===== src/rtl/mpu_cfg_pkg.sv =====
package mpu_cfg_pkg;

    localparam int DATA_W      = 32;
    localparam int BASE_FLOOR  = 5;
    localparam int SIZE_W      = 5;
    localparam int SRD_W       = 8;
    localparam int ATTR_W      = 16;
    localparam int SEL_FLAG    = 4;
    localparam int NUM_FIELD_W = 4;
    localparam int LAST_WORD   = 8;

    typedef enum logic [1:0] {
        ACC_SEL  = 2'd0,
        ACC_BASE = 2'd1,
        ACC_ATTR = 2'd2,
        ACC_NONE = 2'd3
    } acc_kind_e;

    typedef struct packed {
        logic [DATA_W-1:BASE_FLOOR] base_hi;
        logic [ATTR_W-1:0]          attr;
        logic [SRD_W-1:0]           srd;
        logic [SIZE_W-1:0]          size;
        logic                       en;
    } region_t;

    function automatic acc_kind_e decode_word(input int unsigned idx);
        acc_kind_e k;
        if (idx == 0)
            k = ACC_SEL;
        else if (idx <= LAST_WORD)
            k = (idx % 2 == 1) ? ACC_BASE : ACC_ATTR;
        else
            k = ACC_NONE;
        return k;
    endfunction

    function automatic logic [DATA_W-1:0] base_mask(input logic [SIZE_W-1:0] size);
        int lsb;
        logic [DATA_W-1:0] m;
        lsb = int'(size) + 1;
        if (lsb < BASE_FLOOR)
            lsb = BASE_FLOOR;
        m = '1;
        if (lsb >= DATA_W)
            m = '0;
        else
            m = m << lsb;
        return m;
    endfunction

    function automatic logic [DATA_W-1:0] pack_attr(input region_t r);
        return {r.attr, r.srd, 2'b00, r.size, r.en};
    endfunction

endpackage


===== src/rtl/mpu_cfg_decode.sv =====
module mpu_cfg_decode
    import mpu_cfg_pkg::*;
#(
    parameter int NREG = 8,
    parameter int AW   = 6,
    localparam int RNW = (NREG > 1) ? $clog2(NREG) : 1
) (
    input  logic              req,
    input  logic              we,
    input  logic [AW-1:0]     addr,
    input  logic [DATA_W-1:0] wdata,
    input  logic [RNW-1:0]    sel_q,
    output acc_kind_e         kind,
    output logic              rd_req,
    output logic              wr_sel,
    output logic [RNW-1:0]    next_sel,
    output logic              wr_base,
    output logic              wr_attr,
    output logic [RNW-1:0]    target
);

    logic [31:0] word_idx;
    logic        num_ok;
    logic        sel_ok;
    logic        flag;
    logic        wr;
    logic [1:0]  unused_byte_lanes;

    assign unused_byte_lanes = addr[1:0];
    assign word_idx = {{(32-(AW-2)){1'b0}}, addr[AW-1:2]};

    always_comb begin
        kind     = decode_word(word_idx);
        wr       = req && we;
        rd_req   = req && !we;
        flag     = wdata[SEL_FLAG];
        num_ok   = {{(32-NUM_FIELD_W){1'b0}}, wdata[NUM_FIELD_W-1:0]} < 32'(NREG);
        sel_ok   = wdata < 32'(NREG);
        next_sel = wdata[RNW-1:0];
        wr_sel   = wr && (((kind == ACC_SEL) && sel_ok) ||
                          ((kind == ACC_BASE) && flag && num_ok));
        wr_base  = wr && (kind == ACC_BASE) && (!flag || num_ok);
        wr_attr  = wr && (kind == ACC_ATTR);
        target   = ((kind == ACC_BASE) && flag) ? next_sel : sel_q;
    end

endmodule


===== src/rtl/mpu_cfg_region.sv =====
module mpu_cfg_region
    import mpu_cfg_pkg::*;
(
    input  logic              clk,
    input  logic              rst,
    input  logic              base_we,
    input  logic              attr_we,
    input  logic [DATA_W-1:0] wdata,
    output region_t           q,
    output logic [DATA_W-1:0] base_eff
);

    region_t    r_q;
    logic [6:0] unused_low_bits;

    assign unused_low_bits = {wdata[7:6], wdata[BASE_FLOOR-1:0]};

    always_ff @(posedge clk) begin
        if (rst) begin
            r_q <= '0;
        end else begin
            if (base_we)
                r_q.base_hi <= wdata[DATA_W-1:BASE_FLOOR];
            if (attr_we) begin
                r_q.en   <= wdata[0];
                r_q.size <= wdata[SIZE_W:1];
                r_q.srd  <= wdata[8 +: SRD_W];
                r_q.attr <= wdata[16 +: ATTR_W];
            end
        end
    end

    assign q        = r_q;
    assign base_eff = {r_q.base_hi, {BASE_FLOOR{1'b0}}} & base_mask(r_q.size);

endmodule


===== src/rtl/mpu_cfg_bank.sv =====
module mpu_cfg_bank
    import mpu_cfg_pkg::*;
#(
    parameter int NREG = 8,
    parameter int AW   = 6
) (
    input  logic                     clk,
    input  logic                     rst,
    input  logic                     req,
    input  logic                     we,
    input  logic [AW-1:0]            addr,
    input  logic [31:0]              wdata,
    output logic                     rvalid,
    output logic [31:0]              rdata,
    output logic [NREG*32-1:0]       region_base,
    output logic [NREG*SIZE_W-1:0]   region_size,
    output logic [NREG-1:0]          region_en,
    output logic [NREG*SRD_W-1:0]    region_srd,
    output logic [NREG*ATTR_W-1:0]   region_attr
);

    localparam int RNW = (NREG > 1) ? $clog2(NREG) : 1;

    acc_kind_e      kind;
    logic           rd_req;
    logic           wr_sel;
    logic [RNW-1:0] next_sel;
    logic           wr_base;
    logic           wr_attr;
    logic [RNW-1:0] target;
    logic [RNW-1:0] sel_q;

    region_t           rq   [NREG];
    logic [DATA_W-1:0] beff [NREG];
    logic [DATA_W-1:0] rd_mux;

    mpu_cfg_decode #(.NREG(NREG), .AW(AW)) u_dec (
        .req      (req),
        .we       (we),
        .addr     (addr),
        .wdata    (wdata),
        .sel_q    (sel_q),
        .kind     (kind),
        .rd_req   (rd_req),
        .wr_sel   (wr_sel),
        .next_sel (next_sel),
        .wr_base  (wr_base),
        .wr_attr  (wr_attr),
        .target   (target)
    );

    always_ff @(posedge clk) begin
        if (rst)
            sel_q <= '0;
        else if (wr_sel)
            sel_q <= next_sel;
    end

    for (genvar i = 0; i < NREG; i++) begin : g_reg
        mpu_cfg_region u_region (
            .clk      (clk),
            .rst      (rst),
            .base_we  (wr_base && (target == RNW'(i))),
            .attr_we  (wr_attr && (target == RNW'(i))),
            .wdata    (wdata),
            .q        (rq[i]),
            .base_eff (beff[i])
        );
        assign region_base[i*32 +: 32]         = beff[i];
        assign region_size[i*SIZE_W +: SIZE_W] = rq[i].size;
        assign region_en[i]                    = rq[i].en;
        assign region_srd[i*SRD_W +: SRD_W]    = rq[i].srd;
        assign region_attr[i*ATTR_W +: ATTR_W] = rq[i].attr;
    end

    always_comb begin
        unique case (kind)
            ACC_SEL:  rd_mux = {{(DATA_W-RNW){1'b0}}, sel_q};
            ACC_BASE: rd_mux = beff[sel_q] | {{(DATA_W-RNW){1'b0}}, sel_q};
            ACC_ATTR: rd_mux = pack_attr(rq[sel_q]);
            default:  rd_mux = '0;
        endcase
    end

    always_ff @(posedge clk) begin
        if (rst) begin
            rvalid <= 1'b0;
            rdata  <= '0;
        end else begin
            rvalid <= rd_req;
            if (rd_req)
                rdata <= rd_mux;
        end
    end

endmodule


===== config.mk =====
export PLATFORM = sky130hd
export DESIGN_NAME = mpu_cfg_bank
export DESIGN_NICKNAME = d
export VERILOG_FILES = /design/src/rtl/mpu_cfg_pkg.sv /design/src/rtl/mpu_cfg_decode.sv /design/src/rtl/mpu_cfg_region.sv /design/src/rtl/mpu_cfg_bank.sv
export SDC_FILE = /design/constraint.sdc
export NUM_CORES = 1
export LEC_CHECK = 0
export ABC_CLOCK_PERIOD_IN_PS = 3900
export BUFFER_PORTS_ARGS = -buffer_cell sky130_fd_sc_hd__buf_4
export CAP_MARGIN = 25
export CORE_MARGIN = 2
export CORE_UTILIZATION = 30
export DETAILED_ROUTE_END_ITERATION = 8
export GPL_TIMING_DRIVEN = 0
export SYNTH_ARGS = -nofsm -noshare
export SYNTH_HDL_FRONTEND = slang
export SYNTH_SLANG_ARGS = --single-unit
export TNS_END_PERCENT = 20

===== constraint.sdc =====
create_clock -name clk -period 3.9 [get_ports clk]
set_input_delay 0.585 -clock clk [delete_from_list [all_inputs] [get_ports clk]]
set_output_delay 0.585 -clock clk [all_outputs]
set_load 0.01 [all_outputs]

==> impl_results.md, run 1 <==
* CP startpoint: sel_q[0]$_SDFFE_PP0P_
* Crit Path Category: reg -> reg
* Tightest Pin Transition at 1.175 ns
* Die X at 312.4 um
* Yosys warnings at 0
* Crit share post-route at 102.3%
* Mapped Avg Cell Area at 8.869 um^2
* Total track usage at 33.70%
* Synth Area in Adders at 0.3507%
* Fin. Hold Viols at 0
* Mux share of post-synthesis cell area at 23.27%
* Synth Area in Compound Gates at 12.11%
* R2R cell count at 8
* Starting Density at 30.17%
* Synth Area in XOR/XNOR at 0.7672%
* Outcome: complete, but fails checks
* Max cap viols at 0
* Cell area after layout at 36510 um^2
* GRT overflow at 0
* Setup TNS at -0.1101 ns
* Crit path capture: rdata[8]$_SDFFE_PP0P_
* Final setup fails at 2
* DR WL/cell at 33.37 um
* Worst path max stage delay at 0.69 ns
* Num Clock Sinks at 492
* Clock Skews at 0.05419 ns
* Tmin final at 3.989 ns
* Final slew viol count at 0
* CTS buffer count at 56
* P_leak at 0.01706 uW
* Most frequent cells in the layout: buf_4, nor2_1, mux2i_1
* Synth Flop Type: dfxtp_1
* Initial DRC Count at 4162
* Worst endpoint required time at 4.40 ns
* Crit path cell chain: buf_4, buf_2, buf_2, buf_2, clkbuf_1, o311ai_0, a31oi_1, a221oi_1
* CP Depth at 8
* Worst r2r src: sel_q[0]$_SDFFE_PP0P_
* Layout cells sized above 1 at 29.00%
* Yosys cell types at 93
* First-pass GRT wire length at 227.8 mm
* CP Capture Type: flip-flop
* Critical Path AT at 4.49 ns
* Clock Tree Buf Depth at 3
* Vias in the first global route at 26770
* R2R Path End: rdata[8]$_SDFFE_PP0P_
* Detailed-router iteration count before antenna repair at 6
* Register area share after synthesis at 34.51%
* Largest delay share family, worst path: buffers and inverters
* Setup WS post-layout at -0.08928 ns
* GPL Wtd Cong at 1.059
* PortBufs at 500
* Seq cells post-synth at 492
* CP bufs+invs at 5
* Area after DPL at 34490 um^2
* Crit Path Max Fanout at 10
* FP Rows at 113
* Ys async rst share at 0%
* Final net count at 3897
* EDFF count, synth at 0
* H-tree Lvls at 2
* Initial antenna violation count at 23
* Highest Clock Rate at 0.2507 GHz
* Cell Area, Synth at 28540 um^2
* Post-Layout Cell Count at 5168
* Synth area leader: dfxtp_1
* Synth-to-Final Area Change at 27.92%
* Core Box Area at 94590 um^2
* DP HPWL at 139.3 mm
* Vias post-DR at 29260
* Die Span Y at 312.4 um
* Hold Crit Class: in -> reg
* I/O pins at 571
* CTS root buf: clkbuf_16
* Clock latency on the worst-skew pair at 0.67 ns
* Clk slew on worst S/H paths at 0.06 ns
* Die area at 97620 um^2
* Rel. slew slack at 21.64%
* CP Launch Type: flip-flop
* Worst-path cell with the longest stage delay: clkbuf_1
* Post-DR vias/cell at 5.662
* Final ANT Viol Nets at 0
* Failing checks: setup timing
* Most common cell after layout, fill and taps aside: buf_4
* Combinational family with the most area after synthesis: multiplexers
* Pwr Density at 314.4 nW/um^2
* Largest cells by area after synthesis: dfxtp_1, mux2i_1, buf_4, nor2_1, mux4_2
* Cell count after synthesis at 3218
* DRC Markers at 0
* Simple-gate portion of the synthesized area at 16.88%
* Worst reg-to-reg setup slack at -0.09 ns
* RSZ-0062 raised after global routing: true
* Peak VDD IR at 0.0003485 V
* Most used cell, CP: buf_2
* Share of the synthesized area in the top cell type at 34.51%
* Dpl cells at 5051
* DRT Wirelength at 172.5 mm
* Overall power at 11480 uW
* Pin count of the biggest net entering global routing at 17
* CTS tree: built
[cells in the mapped netlist, drive strengths merged (15+ instances only)]
library cell	n
mux2i	505
a21boi	17
dfxtp	492
o21ai	69
inv	32
nand2	160
a21oi	93
nand2b	37
o211a	74
clkbuf	166
buf	387
nand3	42
and3	37
and2	67
nand4	16
nor2	574
o22ai	15
a31oi	19
nor3	37
xnor2	15
nor2b	28
mux4	65
[worst min-delay path by stage]
stage | start | endpoint | slack, ns | depth (start not counted)
2_1_floorplan | g_reg[0].u_region.q[32]$_SDFFE_PP0P_ | g_reg[0].u_region.q[32]$_SDFFE_PP0P_ | 0.45 | 2
3_3_place_gp | g_reg[2].u_region.q[39]$_SDFFE_PP0P_ | g_reg[2].u_region.q[39]$_SDFFE_PP0P_ | 0.46 | 2
3_5_place_dp | g_reg[5].u_region.q[44]$_SDFFE_PP0P_ | g_reg[5].u_region.q[44]$_SDFFE_PP0P_ | 0.48 | 2
4_1_cts | wdata[6] | g_reg[1].u_region.q[31]$_SDFFE_PP0P_ | 0.31 | 3
5_1_grt | wdata[7] | g_reg[1].u_region.q[32]$_SDFFE_PP0P_ | 0.36 | 3
6_report | wdata[6] | g_reg[1].u_region.q[31]$_SDFFE_PP0P_ | 0.31 | 3
[per-stage QoR]
stage / hold WS [ns] / setup slack, ns / utilization (%)
CTS: 0.3097 / 0.01839 / 38.51
global placement: 0.4645 / 0.09054 / 35.97
detailed placement: 0.4761 / 0.1072 / 36.46
finish: 0.3117 / -0.08928 / 38.60
global route: 0.3616 / -0.04129 / 38.57
floorplan: 0.4515 / 1.443 / -
[metal layers]
metal | track usage, % | wire, um | up-vias
met5 | 0 | 103 | -
met3 | 9.144 | 20840 | 463
met1 | 43.29 | 66430 | 14400
met4 | 19.15 | 11810 | 16
met2 | 50.86 | 73270 | 2106
li1 | - | - | 12280
[what timing repair did]
item / in CTS / in global routing
pin swaps: 0 / 1
buffers inserted: 0 / 2
endpoints found under the setup margin: 6 / 21
resized for setup: 4 / 7
hold buffers: 0 / 0
endpoints found under the hold margin: 0 / 0
[report_power, final]
group          internal, uW  leakage, uW  total (uW)  switching, uW
logic                   204       0.0121         782            578
registers              5040      0.00396        5060           15.7
clock network          3220     0.000949        5640           2420
[worst reg2reg max path: cells and delay by family, from the launching register on]
kind | cells | cell delay, ns
buffers and inverters | 5 | 2.53
AOI/OAI and AO/OA | 3 | 0.98
DFF | 1 | 0.31
[flip-flops by register name (all words and copies together), names as in the netlist]
name,cells
g.u_region.q,456
sel_q,3
rvalid,1
rdata,32
[area by class of cell]
cell class | instances | area (um^2)
Sequential cell | 492 | 9854
Clock inverter | 21 | 269.0
Antenna cell | 13 | 32.53
Multi-Input combinational cell | 2179 | 15420
Buffer | 553 | 3328
Inverter | 33 | 123.9
Clock buffer | 80 | 1653
Fill cell | 9802 | 58080
Timing Repair Buffer | 532 | 4247
Tap cell | 1265 | 1583
[cells by family after synthesis]
group / Yosys count
other cells: 1
buf+inv: 586
simple gates: 1063
fa+ha+maj: 8
mux: 580
compound gates: 463
flops: 492
xor+xnor: 25
Power figures use the tool's default switching activity.
==> run 2: changes to the inputs <==
ABC_CLOCK_PERIOD_IN_PS = 4200   (was 3900)
SETUP_SLACK_MARGIN = 0.4   (was not set)
SLEW_MARGIN = 20   (was not set)
clock period = 4.2 ns   (was 3.9 ns; I/O delays follow)
==> run 2 against run 1 <==
Net effect:
- the flow now finishes without violations
- cell count shrank 0.31%
- register-to-register slack gained 0.19 ns
- via count grew 0.32%
- cell area shrank 0.49%
- fmax shrank 2.7%
- setup slack gained 0.19 ns
- sequential share of layout area grew 0.13 points
- hold slack gained 0.18 ns
- die area is the same
- highest routed layer unchanged
==> impl_results.md, run 2 (synthesis results as in run 1) <==
* Worst path max stage delay at 0.73 ns (+0.04 ns)
* Critical Path AT at 4.58 ns (+0.09 ns)
* Total track usage at 33.77% (+0.069 points)
* Outcome: completed
* DR WL/cell at 33.57 um (+0.60%)
* Final net count at 3879 (-0.46%)
* Clock latency on the worst-skew pair at 0.66 ns (about the same)
* Num Clock Sinks at 492 (unchanged)
* Worst Hold Path Cells at 2 (-1)
* Area of the multi-input gates at 15430 um^2 (about the same)
* Worst reg-to-reg setup slack at 0.10 ns (+0.19 ns)
* DRC Markers at 0 (unchanged)
* Starting Density at 30.17% (unchanged)
* Tightest Pin Transition at 1.205 ns (+0.02930 ns)
* Crit path cell chain: buf_4, buf_2, buf_2, buf_2, clkbuf_1, o311ai_0, a31oi_1, a221oi_1
* Pwr Density at 302.4 nW/um^2 (-3.8%)
* Highest Clock Rate at 0.2440 GHz (-2.7%)
* Post-DR vias/cell at 5.697 (+0.63%)
* P_leak at 0.01700 uW (-0.33%)
* Max cap viols at 0 (unchanged)
* CTS buffer count at 57 (+1.8%)
* Largest delay share family, worst path: buffers and inverters
* Initial DRC Count at 3997 (-4.0%)
* Final setup fails at 0 (-2)
* R2R Path End: rdata[8]$_SDFFE_PP0P_
* Layout fillers at 9782 (-0.20%)
* Clk slew on worst S/H paths at 0.06 ns (about the same)
* FP Rows at 113 (unchanged)
* Worst Hold Endpoint: g_reg[2].u_region.q[44]$_SDFFE_PP0P_
* Peak VDD IR at 0.0003105 V (-11%)
* GRT overflow at 0 (unchanged)
* Most used cell, CP: buf_2
* Synth-to-Final Area Change at 27.29%
* Clock Tree Buf Depth at 3 (unchanged)
* Rel. slew slack at 19.07% (-2.6 points)
* Most common cell after layout, fill and taps aside: buf_4
* Post-CTS Hold Fix Bufs at 0 (unchanged)
* Initial antenna violation count at 22 (-4.3%)
* CP bufs+invs at 5 (unchanged)
* I/O pins at 571 (unchanged)
* Core Box Area at 94590 um^2 (unchanged)
* DRT Wirelength at 173.0 mm (+0.29%)
* First-pass GRT wire length at 228.4 mm (+0.24%)
* Crit Path Max Fanout at 10 (unchanged)
* CP Capture Type: flip-flop
* Fin. Hold Viols at 0 (unchanged)
* Die area at 97620 um^2 (unchanged)
* PortBufs at 500 (unchanged)
* Tmin final at 4.098 ns (+0.1086 ns)
* Most frequent cells in the layout: buf_4, nor2_1, mux2i_1
* Crit share post-route at 97.57% (-4.7 points)
* Detailed-router iteration count before antenna repair at 6 (unchanged)
* CTS root buf: clkbuf_16
* DP HPWL at 137.1 mm (-1.6%)
* Vias in the first global route at 26730 (-0.12%)
* GPL Wtd Cong at 1.059 (unchanged)
* Layout cells sized above 1 at 29.23% (+0.23 points)
* CTS tree: built
* H-tree Lvls at 2 (unchanged)
* Final slew viol count at 0 (unchanged)
* Worst r2r src: sel_q[0]$_SDFFE_PP0P_
* Final ANT Viol Nets at 0 (unchanged)
* R2R cell count at 8 (unchanged)
* Setup TNS at 0 ns (+0.1101 ns)
* Clock Skews at 0.04136 ns (-0.01283 ns)
* RSZ-0062 raised after global routing: true
* FF+latch area at 9854 um^2 (unchanged)
* Hold Startpoint: g_reg[2].u_region.q[44]$_SDFFE_PP0P_
* Worst-path cell with the longest stage delay: clkbuf_1
* Fin util at 38.41% (-0.19 points)
* Max reg flops at 456 (unchanged)
* Die X at 312.4 um (unchanged)
* Hold Crit Class: reg -> reg
* Pin count of the biggest net entering global routing at 16 (-1)
* Vias post-DR at 29350 (+0.32%)
* CP Launch Type: flip-flop
* Crit Path Category: reg -> reg
* Die Span Y at 312.4 um (unchanged)
* Worst endpoint required time at 4.69 ns (+0.29 ns)
[run 2: cell type report]
cell class	count	share of cell area, %
Sequential cell	492	27.13
Clock inverter	28	1.230
Tap cell	1265	4.357
Inverter	33	0.3410
Clock buffer	78	4.446
Buffer	553	9.227
Antenna cell	11	0.07577
Timing Repair Buffer	513	10.74
Multi-Input combinational cell	2179	42.46
[run 2: metrics by stage]
step	hold slack [ns]	cell area [um^2]	instances	power (uW)	setup WS (ns)
after detailed placement	0.4733	34170	5032	5457	0.3781
after global routing	0.5050	36310	5144	11110	0.2283
after global placement	0.4645	34020	5022	5442	0.3905
final	0.4884	36330	5152	10990	0.1021
after CTS	0.4890	36250	5138	10920	0.2643
after floorplan	0.4515	28690	3257	5101	1.743
[run 2: worst max path at each step]
| stage | start | slack (ns) | end | cells after the start |
|---|---|---|---|---|
| final | sel_q[0]$_SDFFE_PP0P_ | 0.10 | rdata[8]$_SDFFE_PP0P_ | 8 |
| after detailed placement | sel_q[0]$_SDFFE_PP0P_ | 0.38 | rdata[8]$_SDFFE_PP0P_ | 8 |
| after CTS | g_reg[0].u_region.q[1]$_SDFFE_PP0P_ | 0.26 | region_base[25] | 7 |
| after global placement | sel_q[1]$_SDFFE_PP0P_ | 0.39 | rdata[25]$_SDFFE_PP0P_ | 8 |
| after floorplan | g_reg[1].u_region.q[1]$_SDFFE_PP0P_ | 1.74 | rdata[15]$_SDFFE_PP0P_ | 8 |
| after global routing | g_reg[2].u_region.q[3]$_SDFFE_PP0P_ | 0.23 | region_base[93] | 7 |
[run 2: what timing repair did]
item	4_1_cts	5_1_grt
setup endpoints to repair	33	58
resized for setup	6	6
buffers inserted	0	2
pin swaps	0	1
[run 2: power breakdown]
| part | switching (uW) | internal, uW |
|---|---|---|
| sequential | 14.6 | 4680 |
| combinational | 532 | 164 |
| clock | 2280 | 3310 |
[run 2: layer usage]
metal | vias to the layer above | track usage [%] | part of all wire (%)
met5 | - | 0 | 0.080
met4 | 22 | 19.43 | 6.9
met3 | 491 | 10.09 | 12
met2 | 2162 | 50.87 | 43
met1 | 14460 | 42.79 | 38
li1 | 12220 | - | -
[run 2: worst min-delay path, stage by stage, from the launching register on]
cell and delay (ns):
dfxtp_1 0.32, mux2i_1 0.06, nor2_1 0.07
